==> config.mk <==
export PLATFORM = sky130hd
export DESIGN_NAME = sync_serial_port
export DESIGN_NICKNAME = d
export VERILOG_FILES = /design/src/rtl/ssp_pkg.sv /design/src/rtl/ssp_tick_gen.sv /design/src/rtl/ssp_clk_engine.sv /design/src/rtl/ssp_buffers.sv /design/src/rtl/sync_serial_port.sv
export SDC_FILE = /design/constraint.sdc
export NUM_CORES = 1
export LEC_CHECK = 0
export ABC_CLOCK_PERIOD_IN_PS = 1900
export BUFFER_PORTS_ARGS = -buffer_cell sky130_fd_sc_hd__buf_4
export CAP_MARGIN = 15
export CORE_ASPECT_RATIO = 1.5
export CORE_MARGIN = 4
export CORE_UTILIZATION = 49
export CTS_BUF_LIST = sky130_fd_sc_hd__clkbuf_4 sky130_fd_sc_hd__clkbuf_8 sky130_fd_sc_hd__clkbuf_16
export CTS_CLUSTER_DIAMETER = 200
export DETAILED_ROUTE_END_ITERATION = 7
export GPL_TIMING_DRIVEN = 0
export PLACE_DENSITY = 0.75
export SLEW_MARGIN = 40
export SYNTH_ARGS = -nofsm -noshare
export SYNTH_HDL_FRONTEND = slang
export SYNTH_SLANG_ARGS = --single-unit
==> constraint.sdc <==
create_clock -name clk -period 1.9 [get_ports clk]
set_input_delay 0.095 -clock clk [delete_from_list [all_inputs] [get_ports clk]]
set_output_delay 0.095 -clock clk [all_outputs]
set_load 0.1 [all_outputs]
==> src/rtl/ssp_pkg.sv <==
package ssp_pkg;
  localparam int DW = 8;
  localparam int CW = $clog2(DW);
  typedef logic [DW-1:0] byte_t;
  typedef logic [CW-1:0] cnt_t;

  // Bit that leaves the shift register next.
  function automatic logic out_bit(byte_t s, logic lsb);
    return lsb ? s[0] : s[DW-1];
  endfunction

  // Shift register after one bit has left.
  function automatic byte_t shift_out(byte_t s, logic lsb);
    return lsb ? {1'b0, s[DW-1:1]} : {s[DW-2:0], 1'b0};
  endfunction

  // Shift register after one bit has arrived.
  function automatic byte_t shift_in(byte_t s, logic b, logic lsb);
    return lsb ? {b, s[DW-1:1]} : {s[DW-2:0], b};
  endfunction

  // Bit position after a rising edge, wrapping at the byte length.
  function automatic cnt_t bit_next(cnt_t c);
    return (c == cnt_t'(DW - 1)) ? '0 : c + cnt_t'(1);
  endfunction
endpackage

==> src/rtl/ssp_tick_gen.sv <==
module ssp_tick_gen #(
  parameter int DIV_W = 4
) (
  input  logic             clk,
  input  logic             rst_n,
  input  logic             run,
  input  logic [DIV_W-1:0] sel,
  output logic             tick
);
  logic [DIV_W-1:0] cnt;

  assign tick = run && (cnt >= sel);

  always_ff @(posedge clk) begin
    if (!rst_n)             cnt <= '0;
    else if (!run || tick)  cnt <= '0;
    else                    cnt <= cnt + 1'b1;
  end

  p_tick_gap_r3: assert property (@(posedge clk) disable iff (!rst_n)
    run && tick && (sel != '0) |=> !tick);
endmodule

==> src/rtl/ssp_clk_engine.sv <==
module ssp_clk_engine
  import ssp_pkg::*;
#(
  parameter int DIV_W = 4
) (
  input  logic             clk,
  input  logic             rst_n,
  input  logic             en,
  input  logic             master,
  input  logic [DIV_W-1:0] sel,
  input  logic             start_ok,
  input  logic             sclk_i,
  output logic             sclk_o,
  output logic             sclk_oe,
  output logic             fall_ev,
  output logic             rise_ev,
  output logic             first_fall,
  output logic             byte_done
);
  logic       sclk_q;
  cnt_t       bitcnt;
  logic       mid_byte, m_act, s_act, run, tick;
  logic       m_fall, m_rise, s_fall, s_rise;
  logic [2:0] s_sync;

  assign m_act    = en && master;
  assign s_act    = en && !master;
  assign mid_byte = (bitcnt != '0);
  assign run      = m_act && (!sclk_q || mid_byte || start_ok);

  ssp_tick_gen #(.DIV_W(DIV_W)) u_tick (
    .clk(clk), .rst_n(rst_n), .run(run), .sel(sel), .tick(tick)
  );

  assign m_fall = tick && sclk_q;
  assign m_rise = tick && !sclk_q;
  assign s_rise = s_sync[1] && !s_sync[2];
  assign s_fall = !s_sync[1] && s_sync[2];

  assign fall_ev    = m_fall || (s_act && s_fall);
  assign rise_ev    = m_rise || (s_act && s_rise);
  assign first_fall = fall_ev && !mid_byte;
  assign byte_done  = rise_ev && (bitcnt == cnt_t'(DW - 1));

  always_ff @(posedge clk) begin
    if (!rst_n) begin
      sclk_q <= 1'b1;
      bitcnt <= '0;
      s_sync <= 3'b111;
    end else begin
      s_sync <= {s_sync[1:0], sclk_i};
      if (!m_act)    sclk_q <= 1'b1;
      else if (tick) sclk_q <= !sclk_q;
      if (!en)          bitcnt <= '0;
      else if (rise_ev) bitcnt <= bit_next(bitcnt);
    end
  end

  assign sclk_o  = sclk_q;
  assign sclk_oe = m_act;

  // Parked clock stays high while nothing may start.
  p_blocked_idle_r12: assert property (@(posedge clk) disable iff (!rst_n)
    m_act && sclk_q && !mid_byte && !start_ok |=> sclk_q);
  // A slave never drives the clock line.
  p_slave_quiet_r13: assert property (@(posedge clk) disable iff (!rst_n)
    s_act |-> !sclk_oe && sclk_o);
endmodule

==> src/rtl/ssp_buffers.sv <==
module ssp_buffers
  import ssp_pkg::*;
(
  input  logic  clk,
  input  logic  rst_n,
  input  logic  en,
  input  logic  tx_mode,
  input  logic  lsb_first,
  input  logic  fall_ev,
  input  logic  rise_ev,
  input  logic  first_fall,
  input  logic  byte_done,
  input  logic  sda_i,
  input  logic  wr_vld,
  input  byte_t wr_data,
  input  logic  rd_strobe,
  input  logic  ovr_clr,
  output byte_t rd_data,
  output logic  tx_empty,
  output logic  rx_full,
  output logic  overrun,
  output logic  sda_o,
  output logic  sda_oe
);
  byte_t tx_hold, shreg, rx_hold, rx_next;
  logic  load_ev, wr_take, rx_done;

  assign rx_next = shift_in(shreg, sda_i, lsb_first);
  assign load_ev = tx_mode && first_fall;
  assign wr_take = wr_vld && tx_empty;
  assign rx_done = !tx_mode && byte_done;

  always_ff @(posedge clk) begin
    if (!rst_n) begin
      tx_hold  <= '0;
      shreg    <= '0;
      rx_hold  <= '0;
      tx_empty <= 1'b1;
      rx_full  <= 1'b0;
      overrun  <= 1'b0;
    end else begin
      if (wr_take) begin
        tx_hold  <= wr_data;
        tx_empty <= 1'b0;
      end else if (load_ev) begin
        tx_empty <= 1'b1;
      end

      if (tx_mode) begin
        if (load_ev)      shreg <= tx_hold;
        else if (fall_ev) shreg <= shift_out(shreg, lsb_first);
      end else if (rise_ev) begin
        shreg <= rx_next;
      end

      if (rx_done && !rx_full) begin
        rx_hold <= rx_next;
        rx_full <= 1'b1;
      end else if (rd_strobe) begin
        rx_full <= 1'b0;
      end

      if (rx_done && rx_full) overrun <= 1'b1;
      else if (ovr_clr)       overrun <= 1'b0;
    end
  end

  assign rd_data = rx_hold;
  assign sda_o   = out_bit(shreg, lsb_first);
  assign sda_oe  = en && tx_mode;

  p_rx_capture_r4: assert property (@(posedge clk) disable iff (!rst_n)
    rx_done && !rx_full |=> rx_full && (rd_data == $past(rx_next)));
  p_read_clears_r5: assert property (@(posedge clk) disable iff (!rst_n)
    rd_strobe && !rx_done |=> !rx_full);
  p_overrun_keeps_r7: assert property (@(posedge clk) disable iff (!rst_n)
    rx_done && rx_full |=> overrun && $stable(rd_data));
  p_write_ignored_r9: assert property (@(posedge clk) disable iff (!rst_n)
    wr_vld && !tx_empty |=> $stable(tx_hold));
  p_load_empties_r10: assert property (@(posedge clk) disable iff (!rst_n)
    load_ev && !wr_vld |=> tx_empty);
  p_data_on_fall_r10: assert property (@(posedge clk) disable iff (!rst_n)
    tx_mode && !fall_ev && !wr_vld && !rd_strobe |=> $stable(sda_o));
endmodule

==> src/rtl/sync_serial_port.sv <==
module sync_serial_port #(
  parameter int DIV_W = 4
) (
  input  logic             clk,
  input  logic             rst_n,
  input  logic             cfg_en,
  input  logic             cfg_master,
  input  logic             cfg_tx,
  input  logic             cfg_lsb_first,
  input  logic [DIV_W-1:0] cfg_clk_sel,
  input  logic             rx_stop,
  input  logic             wr_vld,
  input  logic [7:0]       wr_data,
  input  logic             rd_strobe,
  output logic [7:0]       rd_data,
  input  logic             ovr_clr,
  output logic             tx_empty,
  output logic             rx_full,
  output logic             overrun,
  input  logic             sclk_i,
  output logic             sclk_o,
  output logic             sclk_oe,
  input  logic             sda_i,
  output logic             sda_o,
  output logic             sda_oe
);
  logic start_ok, fall_ev, rise_ev, first_fall, byte_done;

  // A new byte may begin when data waits to go out, or, when receiving, no stop is requested.
  assign start_ok = cfg_tx ? !tx_empty : !rx_stop;

  ssp_clk_engine #(.DIV_W(DIV_W)) u_engine (
    .clk(clk), .rst_n(rst_n), .en(cfg_en), .master(cfg_master),
    .sel(cfg_clk_sel), .start_ok(start_ok), .sclk_i(sclk_i),
    .sclk_o(sclk_o), .sclk_oe(sclk_oe), .fall_ev(fall_ev),
    .rise_ev(rise_ev), .first_fall(first_fall), .byte_done(byte_done)
  );

  ssp_buffers u_buffers (
    .clk(clk), .rst_n(rst_n), .en(cfg_en), .tx_mode(cfg_tx),
    .lsb_first(cfg_lsb_first), .fall_ev(fall_ev), .rise_ev(rise_ev),
    .first_fall(first_fall), .byte_done(byte_done), .sda_i(sda_i),
    .wr_vld(wr_vld), .wr_data(wr_data), .rd_strobe(rd_strobe),
    .ovr_clr(ovr_clr), .rd_data(rd_data), .tx_empty(tx_empty),
    .rx_full(rx_full), .overrun(overrun), .sda_o(sda_o), .sda_oe(sda_oe)
  );

  p_stop_parks_r8: assert property (@(posedge clk) disable iff (!rst_n)
    cfg_en && cfg_master && !cfg_tx && rx_stop && byte_done |=> sclk_o);
endmodule

==> results.ini, run 1 <==
[run_status]
outcome = complete, but fails checks
violations = negative setup slack

[synth]
synth_seq_area_share_pct = 37.7
synthFlopType = dfxtp_1
syn-instance-count = 212
ys_types = 52
avgSynthCellArea_um2 = 9.53
syn_area_um2 = 2020
ys_ff_latch = 38
synthesis.nets = 244
synth_top_area_cell = dfxtp_1
synth_warnings = 0
synth_edf_count = 0
yosys-top-cells-area = dfxtp_1 38%, nand2_1 5.8%, ha_1 5.0%
async_flop_share_pct = 0
synth_top_area_share_pct = 37.7

[pwr]
ir_drop_uv = 587
leakagePower_nw = 1.23
powerDensity_nw_per_um2 = 644

[global_routing]
grtUsageMet3_pct = 4.17
track_usage_pct = 19.6
grt_pass1_wl_mm = 7.61
antenna_found_initial = 0
grt_busiest_layer = met2
grtUsageMet1_pct = 20.3
gr-total-overflow = 0
grt_max_degree = 12
grt_pass1_vias = 1696
grt_use_met2_pct = 36.5

[floorplan]
core_um2 = 3960
die_h_um = 86.6
num_io_pins = 39
die_x_um = 60.4
start_util_pct = 51.0
rows = 28
die_area_um2 = 5230

[critical_path]
cp.arrival_ns = 2.24
cp_max_fo = 4
worstSetupPathType = reg -> reg
cp.required_ns = 2.09
worstSetupEndpointType = register
cp-start-kind = register

[timing]
relSlewSlack_pct = 64.5
drv_slew = 0
max_freq_mhz = 487
rsz0062_at_grt = yes
setup_violations = 13
min_period_ns = 2.05
worst_slack_ns = -0.152
period_share_pct = 108
worst_slew_pin_slew_ns = 0.532
hold_violations = 0
tns_ns = -0.926
clock_skew_ns = 0.00437

[clocking]
insertion_delay_ns = 0.29
cts_max_path_buffers = 2
cts_tree = built
path_clk_slew_ns = 0.07
cts-buffers-inserted = 5
cts.sinks = 38
cts_root_buffer = clkbuf_8
cts_htree_levels = 2

[layout]
drive_gt1_share_pct = 39.3
synthToLayoutAreaGrowth_pct = 35.7
utilization_pct = 69.2
antenna_cells = 0
multi_input_area_um2 = 1270
nNetsFinal = 303
regArea_um2 = 773
fillers = 316

[drt]
wire_per_inst_um = 14.8
detail_route.iter0.violations = 67
dr.pass1.iters = 4
viasPerCell = 5.45
drc_errors = 0
num_vias = 1729
ant_nets = 0
finalWirelength_mm = 4.69

[place]
gp_congestion = 0.844
hpwl_mm = 3.34
port_buffers = 37

[worst_hold_path]
holdCritPathClass = in -> reg

[run]
maxCapViolCount = 0

## power by group
group / total (W) / internal [W] / switching (W)
logic: 0.000245 / 0.000108 / 0.000137
clock network: 0.000697 / 0.000421 / 0.000276
registers: 0.000822 / 0.000811 / 0.0000111
## what timing repair did
item | CTS | global route
setup endpoints to repair | 18 | 19
resized for setup | 12 | 14
buffers inserted | 5 | 9
hold buffers | 1 | 0
pin swaps | 4 | 7
gates cloned | 0 | 1
endpoints found under the hold margin | 1 | 0
## critical path, stage by stage, from the launching register on
cell       delay (ns)
dfxtp_2          0.33
inv_2            0.04
ha_4             0.19
nand2b_4         0.15
buf_4            0.13
a31o_4           0.23
a21oi_4          0.24
a2bb2oi_2        0.10
buf_4            0.15
o22a_1           0.19
and3_1           0.18
## cells in the final DEF (no fill, tap or decap), drive strengths merged, types with 2 or more instances in the layout
cell | Yosys | routed
and3 | 3 | 3
nor2 | 7 | 7
and2 | 3 | 3
nand2b | 7 | 7
mux2 | 8 | 8
dfxtp | 38 | 38
or3 | 3 | 3
o211a | 5 | 5
mux2i | 10 | 10
a2bb2oi | 2 | 2
nand2 | 31 | 31
buf | 7 | 58
o2bb2ai | 6 | 6
nand3 | 13 | 13
a31o | 2 | 2
o21a | 2 | 2
a21o | 2 | 2
o211ai | 3 | 3
a21boi | 8 | 8
inv | 15 | 15
o21ai | 4 | 4
nor2b | 2 | 2
ha | 8 | 8
a21oi | 5 | 5
clkbuf | 3 | 10
## cells in the mapped netlist (all sizes together), types with 2 or more instances
master and count:
a21oi 5, o211ai 3, mux2 8, and2 3
ha 8, o211a 5, nand2 31, o21a 2
a21o 2, or3 3, dfxtp 38, nand2b 7
a2bb2oi 2, o21ai 4, and3 3, o2bb2ai 6
buf 7, a31o 2, inv 15, mux2i 10
a21boi 8, nor2 7, clkbuf 3, nand3 13
nor2b 2
## stage by stage
step / setup WS, ns / hold slack (ns) / power [W] / cell area (um2) / instances
floorplan: -0.0548 / 0.196 / 0.000987 / 2040 / 212
global placement: -0.200 / 0.277 / 0.00106 / 2380 / 294
detailed placement: -0.230 / 0.284 / 0.00106 / 2380 / 294
CTS: -0.107 / 0.0668 / 0.00177 / 2630 / 308
global route: -0.226 / 0.0907 / 0.00183 / 2740 / 317
finish: -0.152 / 0.0688 / 0.00176 / 2740 / 317
## final timing paths
| path | startpoint | endpoint | slack (ns) | cells past startpoint |
|---|---|---|---|---|
| worst max-delay path | u_engine.u_tick.cnt[0] | u_buffers.shreg[0] | -0.15 | 10 |
| worst min-delay path | wr_data[0] | u_buffers.tx_hold[0] | 0.07 | 3 |
| worst max register to register | u_engine.u_tick.cnt[0] | u_buffers.shreg[0] | -0.15 | 10 |
| worst min register to register | u_engine.s_sync[0] | u_engine.s_sync[1] | 0.41 | 1 |
## cell type report
cell class                 instances  share of cell area (%)
multi-input combinational        149                    46.4
inverter                          15                    2.05
tap                               45                    2.05
timing repair buffer              53                    15.2
buffer                             9                    1.92
clock inverter                     1                    1.10
sequential                        38                    28.2
clock buffer                       7                    3.06
## flip-flops by register name, indices dropped and copies added, names as in the netlist
signal               cells
u_engine.bitcnt          3
u_buffers.tx_empty       1
u_buffers.rd_data        8
u_buffers.tx_hold        8
u_engine.s_sync          3
u_buffers.rx_full        1
u_engine.u_tick.cnt      4
u_engine.sclk_o          1
u_buffers.shreg          8
u_buffers.overrun        1
## cells by family (layout without fill, tap and decap cells)
group	Yosys count	in the layout	synth area share, %
multiplexers	18	18	9.42
buffers and inverters	25	85	5.64
adder cells (fa/ha/maj)	8	8	4.96
AND/OR/NAND/NOR	77	77	21.7
flip-flops	38	38	37.7
XOR/XNOR	2	2	0.868
AO/OA/AOI/OAI	44	44	19.7
## per-layer routing
metal / vias to the layer above / wire length, um
li1: 861 / -
met2: 35 / 2630
met3: 7 / 196
met5: - / 0
met1: 826 / 1780
met4: 0 / 83
Note: power is estimated with default switching activity, not from simulation.
==> inputs of run 2 (changes only) <==
--- a/config.mk
+++ b/config.mk
@@ -5,17 +5,17 @@
 export SDC_FILE = /design/constraint.sdc
 export NUM_CORES = 1
 export LEC_CHECK = 0
-export ABC_CLOCK_PERIOD_IN_PS = 1900
+export ABC_CLOCK_PERIOD_IN_PS = 2200
 export BUFFER_PORTS_ARGS = -buffer_cell sky130_fd_sc_hd__buf_4
 export CAP_MARGIN = 15
 export CORE_ASPECT_RATIO = 1.5
 export CORE_MARGIN = 4
-export CORE_UTILIZATION = 49
+export CORE_UTILIZATION = 50
 export CTS_BUF_LIST = sky130_fd_sc_hd__clkbuf_4 sky130_fd_sc_hd__clkbuf_8 sky130_fd_sc_hd__clkbuf_16
 export CTS_CLUSTER_DIAMETER = 200
 export DETAILED_ROUTE_END_ITERATION = 7
 export GPL_TIMING_DRIVEN = 0
-export PLACE_DENSITY = 0.75
+export PLACE_DENSITY = 0.73
 export SLEW_MARGIN = 40
 export SYNTH_ARGS = -nofsm -noshare
 export SYNTH_HDL_FRONTEND = slang
==> constraint.sdc (replaced) <==
create_clock -name clk -period 2.2 [get_ports clk]
set_input_delay 0.11 -clock clk [delete_from_list [all_inputs] [get_ports clk]]
set_output_delay 0.11 -clock clk [all_outputs]
set_load 0.1 [all_outputs]
==> run 2 against run 1 <==
  * The run now ends clean
  * Core utilization down 6.1 points
  * Non-clock buffer count fell by 13
  * Sequential share of layout area is 2.7 points higher
  * Combinational power down 23%
  * Clock power shrank 28%
  * Count of clock-buffer cells in the layout is the same
  * Cell count is 4.1% lower
  * Clock skew rose by 0.00070 ns
  * Maximum frequency shrank 1.6%
  * Wire length down 7.3%
==> results.ini, run 2 (synthesized netlist as in run 1, its figures left out) <==
[critical_path]
rrSetupSlack_ns = 0.11  ; +0.27 ns
rr_worst_depth = 8  ; -2
worstSetupEndpointType = register
cp.arrival_ns = 2.30  ; +0.06 ns
critPathBufInv = 1  ; -2
cp-start-kind = register
worstSetupPathType = reg -> reg
r2r-start = u_engine.u_tick.cnt[0]
r2r-end = u_buffers.shreg[6]
cp.required_ns = 2.42  ; +0.33 ns
slowest_delay_ns = 0.36  ; +0.03 ns
crit_family = compound AO/OA/AOI/OAI gates
crit_slowest_cell = dfxtp_2
crit_path_cell_trace = inv_1 -> ha_1 -> nand2b_4 -> a2111oi_4 -> nor4_4 -> o211ai_4 -> mux2_1 -> o2bb2ai_1
cp_max_fo = 6  ; +2

[floorplan]
core_um2 = 3920  ; -0.89%
die_x_um = 59.9  ; -0.87%
die_h_um = 85.8  ; -0.91%
num_io_pins = 39  ; unchanged
die_area_um2 = 5140  ; -1.8%
rows = 28  ; unchanged
start_util_pct = 51.5  ; +0.46 points

[pwr]
clkPwrFrac_pct = 35.8  ; -3.7 points
ir_drop_uv = 526  ; -10%
powerDensity_nw_per_um2 = 566  ; -12%
p_comb_share_pct = 13.4  ; -0.5 points
power_switching_share_pct = 25.3  ; +1.3 points
seq_power_share_pct = 50.8  ; +4.2 points
power_switching_w = 0.000355  ; -16%
power.internal_w = 0.00105  ; -22%
leakagePower_nw = 1.09  ; -11%

[clocking]
cts_max_path_buffers = 2  ; unchanged
insertion_delay_ns = 0.29  ; about the same
cts-buffers-inserted = 5  ; unchanged
path_clk_slew_ns = 0.07  ; about the same
cts_htree_levels = 2  ; unchanged
cts.sinks = 38  ; unchanged
cts_tree = built
cts_root_buffer = clkbuf_8

[global_routing]
track_usage_pct = 19.2  ; -0.45 points
gr-total-overflow = 0  ; unchanged
grt_pass1_wl_mm = 7.41  ; -2.6%
antenna_found_initial = 0  ; unchanged
grt_pass1_vias = 1610  ; -5.1%
grt_max_degree = 12  ; unchanged

[layout]
utilization_pct = 63.1  ; -6.1 points
drive_gt1_share_pct = 27.8  ; -12 points
antenna_cells = 0  ; unchanged
layout_commonest_cell = buf_4
mostFrequentLayoutCells = 38 x buf_4, 35 x dfxtp_1, 31 x nand2_1, 15 x inv_1, 11 x nand3_1
nNetsFinal = 290  ; -4.3%
fillers = 379  ; +20%
synthToLayoutAreaGrowth_pct = 22.7

[drt]
viasPerCell = 5.33  ; -2.4%
drc_errors = 0  ; unchanged
detail_route.iter0.violations = 56  ; -16%
ant_nets = 0  ; unchanged
wire_per_inst_um = 14.3  ; -3.3%
finalWirelength_mm = 4.35  ; -7.3%
dr.pass1.iters = 4  ; unchanged
num_vias = 1619  ; -6.4%

[timing]
relSlewSlack_pct = 65.9  ; +1.4 points
max_freq_mhz = 479  ; -1.6%
min_period_ns = 2.09  ; +0.0332 ns
fin_hold_ws_ns = 0.0941  ; +0.0253 ns
hold_violations = 0  ; unchanged
drv_slew = 0  ; unchanged
worst_slew_pin_slew_ns = 0.511  ; -0.0209 ns
period_share_pct = 94.8  ; -13 points
worst_slack_ns = 0.114  ; +0.267 ns
setup_violations = 0  ; -13
clock_skew_ns = 0.00507  ; +0.000696 ns

[place]
gp_congestion = 0.901  ; +6.7%
hpwl_mm = 3.35  ; +0.28%
dp_slack_ns = -0.0562  ; +0.174 ns
port_buffers = 37  ; unchanged

[worst_hold_path]
holdPathEnd = u_buffers.tx_hold[3]
holdPathStages = 3  ; unchanged
worstHoldStart = wr_data[3]
holdCritPathClass = in -> reg

[run_status]
outcome = finished clean

[run]
maxCapViolCount = 0  ; unchanged

-- run 2: repair_timing --
item	4_1_cts	5_1_grt
pin swaps	1	3
hold endpoints to repair	1	0
hold buffers	1	0
buffers inserted	1	0
gates resized for setup	1	1
endpoints found under the setup margin	5	7
-- run 2: metal layers --
layer | routed length (um) | track usage [%] | part of all wire (%)
met1 | 1670 | 20.3 | 38
met4 | 87 | 9.07 | 2.0
met2 | 2410 | 34.8 | 55
met3 | 182 | 3.46 | 4.2
met5 | 0 | 0 | 0
-- run 2: worst max-delay path by stage --
stage / from / to / slack (ns) / depth (start not counted)
5_1_grt: u_engine.u_tick.cnt[2] / u_buffers.shreg[7] / -0.005 / 7
6_report: u_engine.u_tick.cnt[0] / u_buffers.shreg[6] / 0.11 / 8
3_5_place_dp: u_engine.u_tick.cnt[0] / u_buffers.shreg[6] / -0.06 / 8
4_1_cts: u_engine.u_tick.cnt[0] / u_buffers.shreg[6] / 0.03 / 8
2_1_floorplan: u_engine.u_tick.cnt[0] / u_buffers.shreg[2] / 0.13 / 8
3_3_place_gp: u_engine.u_tick.cnt[0] / u_buffers.shreg[4] / -0.03 / 8
-- run 2: tightest hold or removal path, delay by kind of cell --
family / cells / cell delay, ns
buf+inv: 1 / 0.11
simple gates: 1 / 0.05
compound gates: 1 / 0.07
-- run 2: stage by stage --
step / cell area, um2 / std cells / TNS [ns] / power [W]
floorplan: 2020 / 212 / 0 / 0.000852
global placement: 2360 / 294 / -0.0756 / 0.000912
detailed placement: 2360 / 294 / -0.193 / 0.000915
CTS: 2470 / 304 / 0 / 0.00141
global route: 2480 / 304 / -0.00533 / 0.00147
finish: 2480 / 304 / 0 / 0.00140
-- run 2: final cells by class --
type / instances / area, um2 / area share, %
inverters: 15 / 56.3 / 2.27
clock buffers: 7 / 90.1 / 3.64
repair buffers: 39 / 295 / 11.9
multi-input cells: 149 / 1150 / 46.5
plain buffers: 10 / 57.6 / 2.32
clock inverters: 1 / 5.00 / 0.202
flip-flops and latches: 38 / 764 / 30.9
well taps: 45 / 56.3 / 2.27
-- run 2: power by group through the flow --
stage          clock network [W]  logic, W  registers (W)
6_report                0.000502  0.000188       0.000712
5_1_grt                 0.000550  0.000207       0.000714
4_1_cts                 0.000512  0.000189       0.000713
3_5_place_dp                   0  0.000186       0.000728
3_3_place_gp                   0  0.000184       0.000728
2_1_floorplan                  0  0.000116       0.000735
